`config.mk`:
```
export PLATFORM = sky130hd
export DESIGN_NAME = gpio_port_ctrl
export DESIGN_NICKNAME = d
export VERILOG_FILES = /design/src/rtl/gpio_port_pkg.sv /design/src/rtl/gpio_bus_decode.sv /design/src/rtl/gpio_out_reg.sv /design/src/rtl/gpio_in_sync.sv /design/src/rtl/gpio_port_ctrl.sv
export SDC_FILE = /design/constraint.sdc
export NUM_CORES = 1
export LEC_CHECK = 0
export BUFFER_PORTS_ARGS = -buffer_cell sky130_fd_sc_hd__buf_2
export CAP_MARGIN = 0
export CORE_ASPECT_RATIO = 0.9
export CORE_MARGIN = 2
export CORE_UTILIZATION = 51
export CTS_CLUSTER_DIAMETER = 40
export CTS_CLUSTER_SIZE = 12
export DETAILED_ROUTE_END_ITERATION = 8
export PLACE_DENSITY_LB_ADDON = 0.2
export SYNTH_ARGS = -nofsm -noshare
export SYNTH_HDL_FRONTEND = slang
export SYNTH_SLANG_ARGS = --single-unit
```
`constraint.sdc`:
```
create_clock -name clk -period 2.1 [get_ports clk]
set_clock_uncertainty 0.05 [all_clocks]
set_input_delay 0.42 -clock clk [delete_from_list [all_inputs] [get_ports clk]]
set_output_delay 0.42 -clock clk [all_outputs]
set_load 0.02 [all_outputs]
```
`src/rtl/gpio_port_pkg.sv`:
```
// Shared definitions for the GPIO port: register byte offsets and the
// decoded bus operation passed from the address decoder to the datapath.
package gpio_port_pkg;

    localparam int unsigned OFS_DOUT = 32'h00;
    localparam int unsigned OFS_SET  = 32'h04;
    localparam int unsigned OFS_CLR  = 32'h08;
    localparam int unsigned OFS_TOG  = 32'h0C;
    localparam int unsigned OFS_DIN  = 32'h10;

    typedef enum logic [2:0] {
        ACC_NONE,
        ACC_DOUT,
        ACC_SET,
        ACC_CLR,
        ACC_TOG,
        ACC_DIN
    } acc_kind_e;

    typedef struct packed {
        logic      act;
        logic      wr;
        acc_kind_e kind;
    } bus_op_t;

endpackage

```
`src/rtl/gpio_bus_decode.sv`:
```
// Address decoder for the GPIO port.
// Turns a one-cycle bus strobe into a decoded operation.
// Assumes byte offsets that are word aligned. Any other offset decodes to
// ACC_NONE, so it can change nothing and reads back zero.
module gpio_bus_decode
    import gpio_port_pkg::*;
#(
    parameter int unsigned ADDR_W = 5
) (
    input  logic              bus_sel,
    input  logic              bus_wr,
    input  logic [ADDR_W-1:0] bus_addr,
    output bus_op_t           op
);

    // Map the offset to a register kind and qualify it with the strobe.
    always_comb begin
        op.act  = bus_sel;
        op.wr   = bus_wr;
        op.kind = ACC_NONE;
        if (bus_addr == ADDR_W'(OFS_DOUT))     op.kind = ACC_DOUT;
        else if (bus_addr == ADDR_W'(OFS_SET)) op.kind = ACC_SET;
        else if (bus_addr == ADDR_W'(OFS_CLR)) op.kind = ACC_CLR;
        else if (bus_addr == ADDR_W'(OFS_TOG)) op.kind = ACC_TOG;
        else if (bus_addr == ADDR_W'(OFS_DIN)) op.kind = ACC_DIN;
    end

endmodule

```
`src/rtl/gpio_out_reg.sv`:
```
// Data-output register of the GPIO port.
// Supports a whole-word load and masked set, clear and invert operations.
// Assumes at most one operation per cycle, which a single bus guarantees.
module gpio_out_reg
    import gpio_port_pkg::*;
#(
    parameter int unsigned NUM_PINS = 32
) (
    input  logic                clk,
    input  logic                rst_n,
    input  bus_op_t             op,
    input  logic [NUM_PINS-1:0] wdata,
    output logic [NUM_PINS-1:0] dout
);

    logic                wr_hit;
    logic [NUM_PINS-1:0] dout_nxt;

    assign wr_hit = op.act && op.wr;

    // Next value of the register for each kind of write.
    always_comb begin
        dout_nxt = dout;
        if (wr_hit) begin
            case (op.kind)
                ACC_DOUT: dout_nxt = wdata;
                ACC_SET:  dout_nxt = dout | wdata;
                ACC_CLR:  dout_nxt = dout & ~wdata;
                ACC_TOG:  dout_nxt = dout ^ wdata;
                default:  dout_nxt = dout;
            endcase
        end
    end

    // Hold the output register, cleared by reset.
    always_ff @(posedge clk) begin
        if (!rst_n) dout <= '0;
        else        dout <= dout_nxt;
    end

endmodule

```
`src/rtl/gpio_in_sync.sv`:
```
// Input capture of the GPIO port: one synchronizer chain per pin.
// Each pin level is gated by its input enable before the first stage, so a
// disabled pin reads 0 once the chain has flushed.
// Assumes SYNC_STAGES >= 2.
module gpio_in_sync #(
    parameter int unsigned NUM_PINS    = 32,
    parameter int unsigned SYNC_STAGES = 2
) (
    input  logic                clk,
    input  logic                rst_n,
    input  logic [NUM_PINS-1:0] pin_in,
    input  logic [NUM_PINS-1:0] pad_ie,
    output logic [NUM_PINS-1:0] din
);

    for (genvar g = 0; g < NUM_PINS; g++) begin : g_pin
        logic [SYNC_STAGES-1:0] chain;

        // Shift the gated pin level through the synchronizer.
        always_ff @(posedge clk) begin
            if (!rst_n) chain <= '0;
            else        chain <= {chain[SYNC_STAGES-2:0], pin_in[g] & pad_ie[g]};
        end

        assign din[g] = chain[SYNC_STAGES-1];
    end

endmodule

```
`src/rtl/gpio_port_ctrl.sv`:
```
// GPIO port top.
// Ties together the address decoder, the data-output register, the
// per-pin input synchronizers and the registered read mux.
// The pad enables arrive from the pad control cells. The port drives a pin
// only while its output enable is set.
// Assumes NUM_PINS <= 32 and byte offsets on a word-aligned bus.
module gpio_port_ctrl
    import gpio_port_pkg::*;
#(
    parameter int unsigned NUM_PINS    = 32,
    parameter int unsigned ADDR_W      = 5,
    parameter int unsigned SYNC_STAGES = 2
) (
    input  logic                clk,
    input  logic                rst_n,
    input  logic                bus_sel,
    input  logic                bus_wr,
    input  logic [ADDR_W-1:0]   bus_addr,
    input  logic [NUM_PINS-1:0] bus_wdata,
    output logic [NUM_PINS-1:0] bus_rdata,
    input  logic [NUM_PINS-1:0] pad_oe,
    input  logic [NUM_PINS-1:0] pad_ie,
    input  logic [NUM_PINS-1:0] pin_in,
    output logic [NUM_PINS-1:0] pin_drv_en,
    output logic [NUM_PINS-1:0] pin_drv_val
);

    bus_op_t             op;
    logic [NUM_PINS-1:0] dout;
    logic [NUM_PINS-1:0] din;
    logic [NUM_PINS-1:0] rd_nxt;

    gpio_bus_decode #(.ADDR_W(ADDR_W)) u_dec (
        .bus_sel  (bus_sel),
        .bus_wr   (bus_wr),
        .bus_addr (bus_addr),
        .op       (op)
    );

    gpio_out_reg #(.NUM_PINS(NUM_PINS)) u_out (
        .clk   (clk),
        .rst_n (rst_n),
        .op    (op),
        .wdata (bus_wdata),
        .dout  (dout)
    );

    gpio_in_sync #(.NUM_PINS(NUM_PINS), .SYNC_STAGES(SYNC_STAGES)) u_in (
        .clk    (clk),
        .rst_n  (rst_n),
        .pin_in (pin_in),
        .pad_ie (pad_ie),
        .din    (din)
    );

    // Select read data. The write-only and unmapped offsets return zero.
    always_comb begin
        case (op.kind)
            ACC_DOUT: rd_nxt = dout;
            ACC_DIN:  rd_nxt = din;
            default:  rd_nxt = '0;
        endcase
    end

    // Register read data on a read strobe and hold it otherwise.
    always_ff @(posedge clk) begin
        if (!rst_n)                bus_rdata <= '0;
        else if (op.act && !op.wr) bus_rdata <= rd_nxt;
    end

    // Drive only the pins whose output enable is set.
    assign pin_drv_en  = pad_oe;
    assign pin_drv_val = dout & pad_oe;

endmodule

```
==> key figures <==
Timing
  – Clock period minus worst slack: between 1.5 and 2 ns
  – Achievable frequency: 614 MHz
  – Max transition margin: 37.1%
  – RSZ-0062 raised after global routing: false
  – Final Hold Vio Count: 0
  – Post-Route Setup TNS: 0 ns
  – Slew at the pin with the worst max-slew slack: about 0.94 ns
  – Final setup violation count: 0
  – Final clock period utilization by the worst path: 77.6%
  – Final max-slew violation count: 0

Global route
  – Remaining global-route overflow: 0
  – Via count of the first global-routing pass: 5194
  – Global-route total usage across every layer: 22.0%
  – Number of antenna violations at the first check in global routing: 0
  – Largest net degree at the start of global routing: 89
  – Global-route wire length before repair: 24600 um

Run status
  – Result of the run: complete, no violations

Worst setup path
  – Cell at the slowest stage of the critical path: sky130_fd_sc_hd__dfxtp_1
  – Startpoint-to-endpoint class of the critical path: reg -> out
  – Data required, critical path: between 1.5 and 2 ns
  – Worst stage delay on the critical path: 0.43 ns
  – Worst-path cell chain: and2_1 -> buf_2
  – Data arrival time of the worst path: 1.16 ns
  – CP Max Fanout: 5
  – Critical path launch point: u_out.dout[9]
  – Critical path startpoint category: flip-flop
  – RR Startpoint: u_out.dout[16]
  – Crit end category: output pin

Synthesis
  – Yosys warnings: 0
  – Post-synthesis register bit count: approximately 130
  – Avg Synthesized Cell Area: 10.4 um2
  – Syn nets: approximately 850
  – Yosys cell types: 22
  – Seq/Total Area, Yosys: 37.8%
  – Cells after Synth: 652
  – Post-synthesis instance area: 6780 um2

Placed design
  – Inst Count DP: 988
  – Detailed Place HPWL: 11100 um
  – Post-DP Area: 7790 um2
  – Last weighted congestion value of the routability-driven placer: 0.740
  – Buffers on Ports: 232

Clock tree
  – Post-cts sizing count: 0
  – Clock tree from TritonCTS: built
  – Post-CTS setup buffer count: 0
  – # hold bufs at CTS: 0
  – Clock-pin transition on the worst setup and hold timing paths: 0.05 ns
  – TritonCTS Sinks: approximately 130
  – TritonCTS buffer count: 17
  – Number of H-tree levels: 4
  – Worst-Skew Late Latency: 0.41 ns
  – Buffer cell driving the clock tree root: sky130_fd_sc_hd__clkbuf_16
  – Buffer depth of the longest clock path: 2

Floorplan
  – Starting density of the core: 52.8%
  – Core Area: 12800 um2
  – Die outline area: 14200 um2
  – Floorplan die width: 126 um
  – Chip height: between 100 and 150 um
  – Number of rows created at floorplan: 39
  – Number of placed I/O pins: 233

Routing
  – Drt total wl: between 15000 and 20000 um
  – Number of iterations in the first detailed-routing pass: 4
  – Post-detailed-route wirelength per cell: between 15 and 20 um
  – Total vias in the final route: 5186
  – DR iter-0 viols: 260
  – Final routed DRC violation total: 0
  – Via density per instance: approximately 5
  – Number of antenna-violating nets in the routed design: 0

Power
  – Static Leak: about 0.0043 uW
  – Power per Cell Area: 709 nW/um2
  – Peak supply drop: 0.000553 V

Cells and area
  – Sequential cell area: 2560 um2
  – Number of nets in the layout: between 1000 and 1500
  – Fillers: 1075
  – Share of cells above drive strength 1: 39.4%
  – Area overhead of the layout relative to synthesis: 23.3%
  – Design area: 8360 um2
  – Antenna Cells: 0
  – Final instance count without filler cells: just over 1000
  – Area occupied by multi-input gates: 3370 um2

Min path
  – Path category of the worst min-delay check: in -> reg
  – Worst hold start: pad_ie[28]

Flow run
  – Count of max-cap constraint violations: 0
==> cells in the final DEF, fill, tap and decap left out, drive strengths merged <==
master,n
buf,242
dfxtp,128
inv,96
and2,64
ha,64
and3,33
a21boi,33
a22o,32
nand2,32
mux2,32
nand3,32
mux4,32
clkbuf,27
clkinv,4
nor4b,1
nand2b,1
nor2b,1
nor4,1
bufinv,1
==> power by group <==
| group | switching (uW) | total, uW | internal [uW] |
|---|---|---|---|
| clock | 1000 | 2810 | 1810 |
| sequential | 18.8 | 2500 | 2480 |
| combinational | 306 | 616 | 309 |
==> cell usage after synthesis <==
cell type                  count  area share, %
sky130_fd_sc_hd__and3_1       33            3.0
sky130_fd_sc_hd__nor4b_2       1           0.22
sky130_fd_sc_hd__mux4_1        2           0.77
sky130_fd_sc_hd__nand3_1      32            2.4
sky130_fd_sc_hd__and2_1       64            5.9
sky130_fd_sc_hd__a22o_1       32            4.1
sky130_fd_sc_hd__ha_1         64             12
sky130_fd_sc_hd__nor4_4        1           0.31
sky130_fd_sc_hd__buf_6        10            1.7
sky130_fd_sc_hd__mux4_2       30             10
sky130_fd_sc_hd__nand2_1      32            1.8
sky130_fd_sc_hd__nor2b_1       1          0.092
sky130_fd_sc_hd__buf_2         9           0.66
sky130_fd_sc_hd__buf_12        2           0.59
sky130_fd_sc_hd__buf_4        33            3.7
sky130_fd_sc_hd__nand2b_1      1          0.092
sky130_fd_sc_hd__inv_1        96            5.3
sky130_fd_sc_hd__mux2_2       32            5.3
sky130_fd_sc_hd__clkbuf_1     16           0.89
sky130_fd_sc_hd__a21boi_0      2           0.22
sky130_fd_sc_hd__a21boi_1     31            3.4
sky130_fd_sc_hd__dfxtp_1     128             38
==> worst paths after layout <==
| check | cells past startpoint | slack [ns] | end |
|---|---|---|---|
| setup / recovery | 2 | 0.47 | pin_drv_val[9] |
| setup reg to reg | 4 | 0.50 | u_out.dout[16] |
| hold / removal | 2 | 0.18 | u_in.g_pin[28].chain[0] |
| hold reg to reg | 1 | 0.38 | u_in.g_pin[2].chain[1] |
==> final cells by class <==
class                           instances  area share (%)
Multi-Input combinational cell        358            40.3
Sequential cell                       128            30.6
Timing Repair Buffer                  242            15.4
Clock buffer                           27            6.26
Inverter                               96            4.31
Tap cell                              164            2.45
Clock inverter                          5           0.599
==> flip-flops by register name, summed over array words and instances (netlist names) <==
signal	cells
u_in.g_pin.chain	64
bus_rdata	32
u_out.dout	32
==> through the flow <==
step                      util (%)  hold WS, ns  setup WS (ns)  total power [uW]
final                         65.1        0.178          0.470              5930
after global routing          65.1        0.164          0.383              6150
after CTS                     65.1        0.156          0.447              5980
after detailed placement      60.7        0.368          0.148              3170
after global placement        60.7        0.363          0.207              3140
after floorplan                  -        0.362          0.537              2970
==> per-layer routing <==
layer	part of all wire [%]	global-route usage (%)	up-vias
li1	-	-	2527
met1	41	25.1	2478
met2	51	39.7	164
met3	6.0	6.29	17
met4	1.7	7.78	0
met5	0	0	-
==> worst max-delay path, delay by kind of cell (launching register included) <==
kind | cells | cell delay, ns
AND/OR/NAND/NOR | 1 | 0.16
buffers and inverters | 1 | 0.15
flip-flops | 1 | 0.43
==> logic make-up (layout without fill, tap and decap cells) <==
kind of cell               Yosys count  after routing  synth area share, %
muxes                               64             64                 16.1
AOI/OAI and AO/OA                   65             65                 7.79
and+or+nand+nor                    165            165                 13.8
adders and majority gates           64             64                 11.8
buffers and inverters              166            370                 12.8
DFF                                128            128                 37.8
(Power assumes the default switching activity.)
